## src/rtl/abus_pkg.sv

```systemverilog
package abus_pkg;

    typedef enum logic [2:0] {
        M_IDLE,
        M_GRANT,
        M_ADDR,
        M_NEG
    } mst_state_e;

    typedef enum logic [0:0] {
        S_IDLE,
        S_ACK
    } slv_state_e;

endpackage

```

## src/rtl/abus_sync.sv

```systemverilog
module abus_sync #(
    parameter int STAGES = 2
) (
    input  logic clk,
    input  logic rst_n,
    input  logic d,
    output logic q
);
    generate
        if (STAGES == 0) begin : g_pass
            assign q = d;
        end else begin : g_chain
            logic [STAGES-1:0] flop_q;
            for (genvar i = 0; i < STAGES; i++) begin : g_stage
                always_ff @(posedge clk or negedge rst_n) begin
                    if (!rst_n) begin
                        flop_q[i] <= 1'b0;
                    end else if (i == 0) begin
                        flop_q[i] <= d;
                    end else begin
                        flop_q[i] <= flop_q[(i > 0) ? i - 1 : 0];
                    end
                end
            end
            assign q = flop_q[STAGES-1];
        end
    endgenerate
endmodule

```

## src/rtl/abus_master.sv

```systemverilog
module abus_master
    import abus_pkg::*;
#(
    parameter int AW          = 16,
    parameter int DW          = 16,
    parameter int TW          = 8,
    parameter int SYNC_STAGES = 2
) (
    input  logic          clk,
    input  logic          rst_n,
    input  logic          start,
    input  logic          rd,
    input  logic [AW-1:0] addr,
    input  logic [DW-1:0] wdata,
    input  logic [TW-1:0] timeout,
    input  logic          grant,
    output logic          busy,
    output logic          done,
    output logic          err,
    output logic [DW-1:0] rdata,
    output logic          bbsy,
    output logic          msyn,
    output logic          cc,
    output logic [AW-1:0] addr_out,
    output logic          m_drive,
    output logic [DW-1:0] m_data,
    input  logic          ssyn_in,
    input  logic [DW-1:0] data_in
);
    typedef struct packed {
        mst_state_e    st;
        logic          rd;
        logic [AW-1:0] addr;
        logic [DW-1:0] wdata;
        logic [TW-1:0] cnt;
        logic          msyn;
        logic          bbsy;
        logic          drive;
        logic [DW-1:0] rdata;
        logic          err;
        logic          done;
    } mst_regs_t;

    mst_regs_t r_d, r_q;
    logic      ssyn_s;

    abus_sync #(.STAGES(SYNC_STAGES)) u_ssyn_sync (
        .clk   (clk),
        .rst_n (rst_n),
        .d     (ssyn_in),
        .q     (ssyn_s)
    );

    always_comb begin
        r_d      = r_q;
        r_d.done = 1'b0;
        case (r_q.st)
            M_IDLE: begin
                if (start) begin
                    r_d.rd    = rd;
                    r_d.addr  = addr;
                    r_d.wdata = wdata;
                    r_d.err   = 1'b0;
                    r_d.st    = M_GRANT;
                end
            end
            M_GRANT: begin
                if (grant) begin
                    r_d.bbsy = 1'b1;
                    r_d.msyn = 1'b1;
                    r_d.cnt  = '0;
                    r_d.st   = M_ADDR;
                end
            end
            M_ADDR: begin
                if (ssyn_s) begin
                    if (r_q.rd) begin
                        r_d.rdata = data_in;
                    end else begin
                        r_d.drive = 1'b1;
                    end
                    r_d.msyn = 1'b0;
                    r_d.st   = M_NEG;
                end else if (r_q.cnt >= timeout) begin
                    r_d.msyn = 1'b0;
                    r_d.err  = 1'b1;
                    r_d.st   = M_NEG;
                end else begin
                    r_d.cnt = r_q.cnt + 1'b1;
                end
            end
            M_NEG: begin
                if (!ssyn_s) begin
                    r_d.drive = 1'b0;
                    r_d.bbsy  = 1'b0;
                    r_d.done  = 1'b1;
                    r_d.st    = M_IDLE;
                end
            end
            default: r_d.st = M_IDLE;
        endcase
    end

    always_ff @(posedge clk or negedge rst_n) begin
        if (!rst_n) begin
            r_q <= '{st: M_IDLE, default: '0};
        end else begin
            r_q <= r_d;
        end
    end

    assign busy     = (r_q.st != M_IDLE);
    assign done     = r_q.done;
    assign err      = r_q.err;
    assign rdata    = r_q.rdata;
    assign bbsy     = r_q.bbsy;
    assign msyn     = r_q.msyn;
    assign cc       = r_q.bbsy & r_q.rd;
    assign addr_out = r_q.bbsy ? r_q.addr : '0;
    assign m_drive  = r_q.drive;
    assign m_data   = r_q.drive ? r_q.wdata : '0;

    AST_STROBE_NEEDS_BUSY: assert property (@(posedge clk) disable iff (!rst_n)
        msyn |-> bbsy);
    AST_STROBE_HELD: assert property (@(posedge clk) disable iff (!rst_n)
        $fell(msyn) |-> ($past(ssyn_s) || err));
    AST_DONE_QUIET_BUS: assert property (@(posedge clk) disable iff (!rst_n)
        done |-> (!msyn && !ssyn_in && !bbsy));
    AST_WDATA_AT_NEG: assert property (@(posedge clk) disable iff (!rst_n)
        ($fell(msyn) && !err && !r_q.rd) |-> m_drive);
endmodule

```

## src/rtl/abus_slave.sv

```systemverilog
module abus_slave
    import abus_pkg::*;
#(
    parameter int            AW          = 16,
    parameter int            DW          = 16,
    parameter int            OFF_W       = 4,
    parameter logic [AW-1:0] BASE        = 16'h1230,
    parameter int            SYNC_STAGES = 2
) (
    input  logic             clk,
    input  logic             rst_n,
    input  logic             msyn_in,
    input  logic [AW-1:0]    addr_in,
    input  logic             cc_in,
    input  logic [DW-1:0]    data_in,
    output logic             ssyn,
    output logic             s_drive,
    output logic [DW-1:0]    s_data,
    output logic             reg_we,
    output logic             reg_re,
    output logic [OFF_W-1:0] reg_addr,
    output logic [DW-1:0]    reg_wdata,
    input  logic [DW-1:0]    reg_rdata
);
    localparam int HI_W = AW - OFF_W;

    typedef struct packed {
        slv_state_e     st;
        logic           ssyn;
        logic           drive;
        logic [DW-1:0]  sdata;
        logic           rd;
        logic [OFF_W-1:0] off;
        logic           we;
        logic [DW-1:0]  wdata;
    } slv_regs_t;

    slv_regs_t        r_d, r_q;
    logic             msyn_s;
    logic             hit;
    logic [OFF_W-1:0] bus_off;

    abus_sync #(.STAGES(SYNC_STAGES)) u_msyn_sync (
        .clk   (clk),
        .rst_n (rst_n),
        .d     (msyn_in),
        .q     (msyn_s)
    );

    assign hit     = (addr_in[AW-1:OFF_W] == BASE[AW-1:OFF_W]);
    assign bus_off = addr_in[OFF_W-1:0];

    always_comb begin
        r_d    = r_q;
        r_d.we = 1'b0;
        case (r_q.st)
            S_IDLE: begin
                if (msyn_s && hit) begin
                    r_d.ssyn = 1'b1;
                    r_d.rd   = cc_in;
                    r_d.off  = bus_off;
                    if (cc_in) begin
                        r_d.sdata = reg_rdata;
                        r_d.drive = 1'b1;
                    end
                    r_d.st = S_ACK;
                end
            end
            S_ACK: begin
                if (!msyn_s) begin
                    r_d.ssyn  = 1'b0;
                    r_d.drive = 1'b0;
                    r_d.sdata = '0;
                    if (!r_q.rd) begin
                        r_d.we    = 1'b1;
                        r_d.wdata = data_in;
                    end
                    r_d.st = S_IDLE;
                end
            end
            default: r_d.st = S_IDLE;
        endcase
    end

    always_ff @(posedge clk or negedge rst_n) begin
        if (!rst_n) begin
            r_q <= '{st: S_IDLE, default: '0};
        end else begin
            r_q <= r_d;
        end
    end

    assign ssyn      = r_q.ssyn;
    assign s_drive   = r_q.drive;
    assign s_data    = r_q.sdata;
    assign reg_we    = r_q.we;
    assign reg_re    = (r_q.st == S_IDLE) && msyn_s && hit && cc_in;
    assign reg_addr  = (r_q.st == S_IDLE) ? bus_off : r_q.off;
    assign reg_wdata = r_q.wdata;

    AST_ACK_ONLY_ON_HIT: assert property (@(posedge clk) disable iff (!rst_n)
        $rose(ssyn) |-> $past(msyn_s && (addr_in[AW-1:OFF_W] == BASE[AW-1:OFF_W])));
    AST_SSYN_DROP_LATE: assert property (@(posedge clk) disable iff (!rst_n)
        $fell(ssyn) |-> !$past(msyn_s));
    AST_READ_DATA_WITH_ACK: assert property (@(posedge clk) disable iff (!rst_n)
        ($rose(ssyn) && $past(cc_in)) |-> s_drive);
    AST_WRITE_AFTER_RELEASE: assert property (@(posedge clk) disable iff (!rst_n)
        reg_we |-> (!ssyn && $past(ssyn)));
endmodule

```

## src/rtl/abus_link.sv

```systemverilog
module abus_link #(
    parameter int            AW          = 16,
    parameter int            DW          = 16,
    parameter int            TW          = 8,
    parameter int            OFF_W       = 4,
    parameter logic [AW-1:0] BASE        = 16'h1230,
    parameter int            SYNC_STAGES = 2
) (
    input  logic             clk,
    input  logic             rst_n,
    input  logic             start,
    input  logic             rd,
    input  logic [AW-1:0]    addr,
    input  logic [DW-1:0]    wdata,
    input  logic [TW-1:0]    timeout,
    input  logic             grant,
    output logic             busy,
    output logic             done,
    output logic             err,
    output logic [DW-1:0]    rdata,
    output logic             reg_we,
    output logic             reg_re,
    output logic [OFF_W-1:0] reg_addr,
    output logic [DW-1:0]    reg_wdata,
    input  logic [DW-1:0]    reg_rdata,
    output logic             bus_bbsy,
    output logic             bus_msyn,
    output logic             bus_ssyn,
    output logic             bus_cc,
    output logic [AW-1:0]    bus_addr,
    output logic [DW-1:0]    bus_data
);
    logic          m_drive;
    logic [DW-1:0] m_data;
    logic          s_drive;
    logic [DW-1:0] s_data;

    assign bus_data = m_data | s_data;

    abus_master #(
        .AW(AW), .DW(DW), .TW(TW), .SYNC_STAGES(SYNC_STAGES)
    ) u_master (
        .clk      (clk),
        .rst_n    (rst_n),
        .start    (start),
        .rd       (rd),
        .addr     (addr),
        .wdata    (wdata),
        .timeout  (timeout),
        .grant    (grant),
        .busy     (busy),
        .done     (done),
        .err      (err),
        .rdata    (rdata),
        .bbsy     (bus_bbsy),
        .msyn     (bus_msyn),
        .cc       (bus_cc),
        .addr_out (bus_addr),
        .m_drive  (m_drive),
        .m_data   (m_data),
        .ssyn_in  (bus_ssyn),
        .data_in  (bus_data)
    );

    abus_slave #(
        .AW(AW), .DW(DW), .OFF_W(OFF_W), .BASE(BASE), .SYNC_STAGES(SYNC_STAGES)
    ) u_slave (
        .clk       (clk),
        .rst_n     (rst_n),
        .msyn_in   (bus_msyn),
        .addr_in   (bus_addr),
        .cc_in     (bus_cc),
        .data_in   (bus_data),
        .ssyn      (bus_ssyn),
        .s_drive   (s_drive),
        .s_data    (s_data),
        .reg_we    (reg_we),
        .reg_re    (reg_re),
        .reg_addr  (reg_addr),
        .reg_wdata (reg_wdata),
        .reg_rdata (reg_rdata)
    );

    AST_ONE_DATA_DRIVER: assert property (@(posedge clk) disable iff (!rst_n)
        !(m_drive && s_drive));
    AST_CODE_ONLY_WHEN_BUSY: assert property (@(posedge clk) disable iff (!rst_n)
        bus_cc |-> bus_bbsy);
endmodule

```

## config.mk

```make
export PLATFORM = sky130hd
export DESIGN_NAME = abus_link
export DESIGN_NICKNAME = d
export VERILOG_FILES = /design/src/rtl/abus_pkg.sv /design/src/rtl/abus_sync.sv /design/src/rtl/abus_master.sv /design/src/rtl/abus_slave.sv /design/src/rtl/abus_link.sv
export SDC_FILE = /design/constraint.sdc
export NUM_CORES = 1
export LEC_CHECK = 0
export BUFFER_PORTS_ARGS = -buffer_cell sky130_fd_sc_hd__buf_2
export CORE_ASPECT_RATIO = 2
export CORE_UTILIZATION = 40
export CTS_CLUSTER_DIAMETER = 40
export DETAILED_ROUTE_END_ITERATION = 6
export GPL_TIMING_DRIVEN = 0
export SYNTH_ARGS = -nofsm -noshare
export SYNTH_HDL_FRONTEND = slang
export SYNTH_SLANG_ARGS = --single-unit
```

## constraint.sdc

```tcl
create_clock -name clk -period 2.65 [get_ports clk]
set_clock_uncertainty 0.2 [all_clocks]
set_input_delay 0.53 -clock clk [delete_from_list [all_inputs] [get_ports clk]]
set_output_delay 0.53 -clock clk [all_outputs]
set_load 0.005 [all_outputs]
```

# Yosys cells after proc, flatten, opt, wreduce, memory -nomap -nowiden
# Cells that the tools add are included.
[totals] elab_cells=101 regBits=109
[classes] bitwise=5 eq_ne=16 n_addsub=1 mux=34 n_reduce_logical=22 n_lt_le_gt_ge=1
[op_table] operator="17-bit 2-to-1 mux" count=5
[op_table] operator="16-bit 2-to-1 mux" count=3
[op_table] operator="19-bit case mux with 2 select lines" count=1
[op_table] operator="36-bit 2-to-1 mux" count=1
[op_table] operator="24-bit 2-to-1 mux" count=1
[op_table] operator="19-bit 2-to-1 mux" count=1
[op_table] operator="9-bit case mux with 2 select lines" count=1
[op_table] operator="8-bit 2-to-1 mux" count=2
[op_table] operator="2-bit inequality test, second input constant" count=8
[op_table] operator="16-bit bitwise OR" count=1
[op_table] operator="4-bit AND reduction" count=4
[op_table] operator="3-bit AND reduction" count=5
[op_table] operator="12-bit by 9-bit equality test with 1-bit output, second input constant" count=1
[op_table] operator="3-bit 2-to-1 mux" count=4
[op_table] operator="3-bit case mux with 4 select lines" count=1
[op_table] operator="10-bit 2-to-1 mux" count=1
[op_table] operator="8-bit by 1-bit adder with 8-bit output, second input constant" count=1
[op_table] operator="8-bit >= comparator" count=1
[op_table] operator="1-bit 2-to-1 mux" count=8
[op_table] operator="2-bit nonzero test" count=4
[op_table] operator="3-bit by 2-bit equality test with 1-bit output, second input constant" count=2
[op_table] operator="2-bit by 1-bit inequality test with 1-bit output, second input constant" count=3
[op_table] operator="1-bit case mux with 2 select lines" count=3
[op_table] operator="2-bit AND reduction" count=3
[op_table] operator="other kinds (9)" count=14

# Longest topological paths before layout
[logic_depth] ltp_word=5 depth_mapped=8 mapped_depth_nobuf=7

# Hierarchy
# A second synthesis with hierarchy kept.
[unflattened] hier_cells=438 hier_area_um2=5371.4
[modules_own_cells] module="abus_master" area_each_um2=3278.1 cells_per_inst=282 seq_area_each_um2=1601.5 n_inst=1
[modules_own_cells] module="abus_slave" area_each_um2=1893.1 cells_per_inst=136 seq_area_each_um2=1026.0 n_inst=1
[modules_own_cells] module="abus_link" area_each_um2=100.1 cells_per_inst=16 seq_area_each_um2=0.0 n_inst=1
[modules_own_cells] module="abus_sync" area_each_um2=50.0 cells_per_inst=2 seq_area_each_um2=50.0 n_inst=2

# Worst setup path after synthesis
# OpenSTA, ideal clock, no wires.
[synth_timing] kind="input -> register" startpoint="input timeout[2]" endpoint="register u_master.r_q[62] in the netlist's numbering" t_arrival_ps=2014 setup_slack_ps=311 path_stages=8 n_path_buf=1 path_cell_list="inv_1 -> ha_1 -> and3_1 -> o21ai_0 -> a31o_2 -> clkbuf_1 -> a31oi_1 -> mux2_2"
[synth_via] elab_chain_cells=3
[synth_lines] item="start: declaration" line_no="abus_link.sv:15" text="input logic [TW-1:0] timeout,"
[synth_lines] item="8-bit >= comparator" line_no="abus_master.sv:84" text="end else if (r_q.cnt >= timeout) begin"
[synth_lines] item="3-bit by 2-bit inequality test with 1-bit output (no line)"
[synth_lines] item="4-bit AND reduction (no line)"
[synth_lines] item="end signal: assignment" line_no="abus_master.sv:108" text="r_q <= r_d;"
[synth_lines] item="end: declaration" line_no="abus_master.sv:44" text="mst_regs_t r_d, r_q;"
# No other way between the ends.
# A chain may end at the register's enable or synchronous reset.

# Final worst setup path
[layout_timing] startpoint="register u_master.r_q, in the netlist u_master.bbsy" endpoint="output bus_addr[10]"
[layout_via] elab_chain_cells=1
[layout_lines] item="16-bit 2-to-1 mux" line_no="abus_master.sv:119" text="assign addr_out = r_q.bbsy ? r_q.addr : '0;"
[layout_lines] item="end: declaration" line_no="abus_link.sv:30" text="output logic [AW-1:0] bus_addr,"
# No other way between the ends.

==> summary.md <==
| Metric | Value |
|---|---|
| Final Hold Fails | 0 |
| Yosys top cell area share | 0.528 |
| Hold Crit Class | in2async |
| Worst setup path class | reg2out |
| Dominant cells by area after synthesis | dfrtp_1, mux2_2, nand2_1 |
| Arr. time, crit path | about 1.8 ns |
| Area delta synth->final | 23.4% |
| Worst-Skew Late Latency | between 0.3 and 0.4 ns |
| Final min period | between 2 and 2.5 ns |
| Via-per-instance ratio | around 5 |
| Largest net degree at the start of global routing | 65 |
| Most common cell in the synthesized netlist | dfrtp_1 |
| Area leader, netlist | dfrtp_1 |
| Worst-margin pin slew | 0.862 ns |
| Crit path buffers/inverters | 3 |
| Post-Syn Instances | between 500 and 600 |
| Clock buffer count from CTS | 9 |
| Critical path's slowest cell | clkbuf_1 |
| Peak VDD IR | around 0.00045 V |
| CP max FO | 10 |
| Setup TNS | 0 ns |
| Worst-path cell chain | clkbuf_1 -> clkbuf_1 -> and2_1 -> buf_2 |
| Pre-CTS setup slack | -0.0600 ns |
| Yosys cell types | 41 |
| I/O Buffers | roughly 140 |
| Clock power frac | 0.235 |
| Post-synthesis sequential area ratio | 0.528 |
| Routed len/inst | ~15 µm |
| Most used cell, CP | clkbuf_1 |
| Ys flop type | dfrtp_1 |
| Logic pwr share | 0.325 |
| Max-slew violations | 0 |
| CP top delay family | buffers and inverters |
| Layout cells sized above 1 | 0.375 |
| Setup WS post-layout | between 0.15 and 0.2 ns |
| Crit path largest cell delay | roughly 0.41 ns |
| Routed via count | 4031 |
| Io pins | about 140 |
| Die area | ~0.013 mm² |
| Initial antenna violation count | 0 |
| Max H-tree Level | 3 |
| Cell Int Power | around 3.6 mW |
| Final setup vio count | 0 |
| DRT antenna net count | 0 |
| Maximum root-to-sink buffer count | 2 |
| Drt drc | 0 |
| Unrepaired setup endpoints after global routing | false |
| TritonCTS clock tree | done |
| Crit share post-route | 0.941 |
| FFs w/ async S/R, synth | 1.00 |
| WP data required | ~1.9 ns |
| Initial core utilization | 0.408 |
| Net Sw Frac | 0.330 |
| Power per standard cell area | 859 mW/mm² |
| Vias in the first global route | 4086 |
| Placed instance count | approximately 790 |
| Global-route usage over all layers | 0.195 |
| Fin Hold WS | 0.0922 ns |
| Rel. slew slack | 0.425 |
| Run status | finished, final reports clean |
| Site Rows | 58 |
| Leak pwr | 3.19 nW |
| Overflow after GRT | 0 |
| Synth Register Bits | around 110 |
| Clock Tree Root | clkbuf_16 |
| Antenna cells | 0 |
| Mapped Nets | a little under 600 |
| Final core utilization | 0.504 |
| Max cap viols | 0 |
| Max frequency | between 400 and 500 MHz |
| Hold buffer count at cts | 0 |
| Final Wtd Congestion | around 0.9 |
| Flop pwr share | 0.440 |
| Post-Layout Cell Count | a little over 800 |
| Core Region | approximately 0.013 mm² |
| Post-synth EDFFs | 0 |
| CTS clk-pin slew, worst paths | 0.07 ns |
| CP startpoint kind | register |
| Pre-Repair DR Iteration Count | 4 |
| Switching Power | around 1.8 mW |
| Detailed Route WL | between 10000 and 15000 µm |
| Syn avg cell area | just over 10 µm² |
| DP HPWL | a little under 10000 µm |
| Cell Area, Synth | ~0.005 mm² |
| Nets | roughly 730 |
| Number of DRC markers in iteration 0 | 149 |
| Die outline width | slightly above 80 µm |
| Commonest cells in the netlist | dfrtp_1, nand2_1, a21oi_1, o21ai_0, mux2_2 |
| Critical path capture point type | output port |
| R2R Setup Slk | between 0.2 and 0.3 ns |
| DIE HEIGHT | between 150 and 200 µm |
| First-pass GRT wire length | about 19000 µm |
| YS warnings | 0 |
| # clock sinks | approximately 110 |
==> logic make-up after synthesis <==
group,share of synthesized area
AOI/OAI and AO/OA,0.135
adders and majority gates,0.0342
buffers and inverters,0.0928
DFF,0.528
muxes,0.0769
and+or+nand+nor,0.134
==> power by group through the flow <==
stage / Combinational, mW / Sequential [mW] / Clock [mW]
4_1_cts: 1.80 / 2.39 / 1.32
2_1_floorplan: 1.17 / 2.33 / 0
3_5_place_dp: 1.79 / 2.43 / 0
5_1_grt: 1.99 / 2.45 / 1.39
6_report: 1.76 / 2.39 / 1.28
3_3_place_gp: 1.72 / 2.40 / 0
==> routing by layer <==
| layer | track usage | up-vias | part of all wire |
|---|---|---|---|
| li1 | - | 1967 | - |
| met1 | 0.199 | 1930 | 0.37 |
| met2 | 0.369 | 107 | 0.57 |
| met3 | 0.0315 | 27 | 0.034 |
| met4 | 0.0885 | 0 | 0.031 |
| met5 | 0 | - | 0 |
==> final timing paths <==
kind                                                             startpoint                           endpoint  depth (start not counted)
max                                               u_master.bbsy$_DFFE_PN0P_                       bus_addr[10]                          4
min                                                                   rst_n  u_slave.reg_wdata[13]$_DFFE_PN0P_                          1
max reg2reg                                    u_master.r_q[23]$_DFFE_PN0P_       u_master.r_q[63]$_DFFE_PN0P_                          6
min reg2reg                u_master.u_ssyn_sync.g_chain.flop_q[0]$_DFF_PN0_   u_master.u_ssyn_sync.q$_DFF_PN0_                          0
max in group asynchronous                                             rst_n        u_slave.r_q[18]$_DFFE_PN0P_                          2
min in group clk           u_master.u_ssyn_sync.g_chain.flop_q[0]$_DFF_PN0_   u_master.u_ssyn_sync.q$_DFF_PN0_                          0
==> sequential cells by signal (all words and copies together), names as in the netlist <==
register	flops
u_master.r_q	43
u_master.rdata	16
u_slave.reg_wdata	16
u_slave.s_data	16
u_slave.r_q	6
u_master.bbsy	1
u_master.done	1
u_master.err	1
u_master.m_drive	1
u_master.msyn	1
u_master.u_ssyn_sync.g_chain.flop_q	1
u_master.u_ssyn_sync.q	1
u_slave.reg_we	1
u_slave.ssyn	1
u_slave.u_msyn_sync.g_chain.flop_q	1
u_slave.u_msyn_sync.q	1
==> layout make-up <==
class	count	area, µm²
fillers	1196	6230
flip-flops and latches	108	2700
multi-input cells	309	1950
repair buffers	139	723
plain buffers	53	345
clock buffers	9	225
well taps	150	188
inverters	34	128
clock inverters	7	60.1
==> what timing repair did <==
item                       CTS  global route
hold endpoints to repair     0             0
setup endpoints to repair    1            12
resized for setup            0             3
pin swaps                    1             0
setup buffers                1             0
==> through the flow <==
| step | total power, mW | instance area (µm²) |
|---|---|---|
| final | 5.43 | 6320 |
| after global placement | 4.12 | 6000 |
| after floorplan | 3.50 | 5120 |
| after detailed placement | 4.21 | 6030 |
| after global routing | 5.83 | 6320 |
| after CTS | 5.51 | 6320 |
==> placed cells by master, fill, tap and decap left out, drive strengths merged, types with 24 or more instances in the layout <==
cell type  Yosys  routed
inv           34      36
dfrtp        108     108
buf           37     176
clkbuf        17      25
nand2         77      77
nor2          24      24
a21oi         39      39
mux2          35      35
o21ai         53      53
Power figures use the tool's default switching activity.
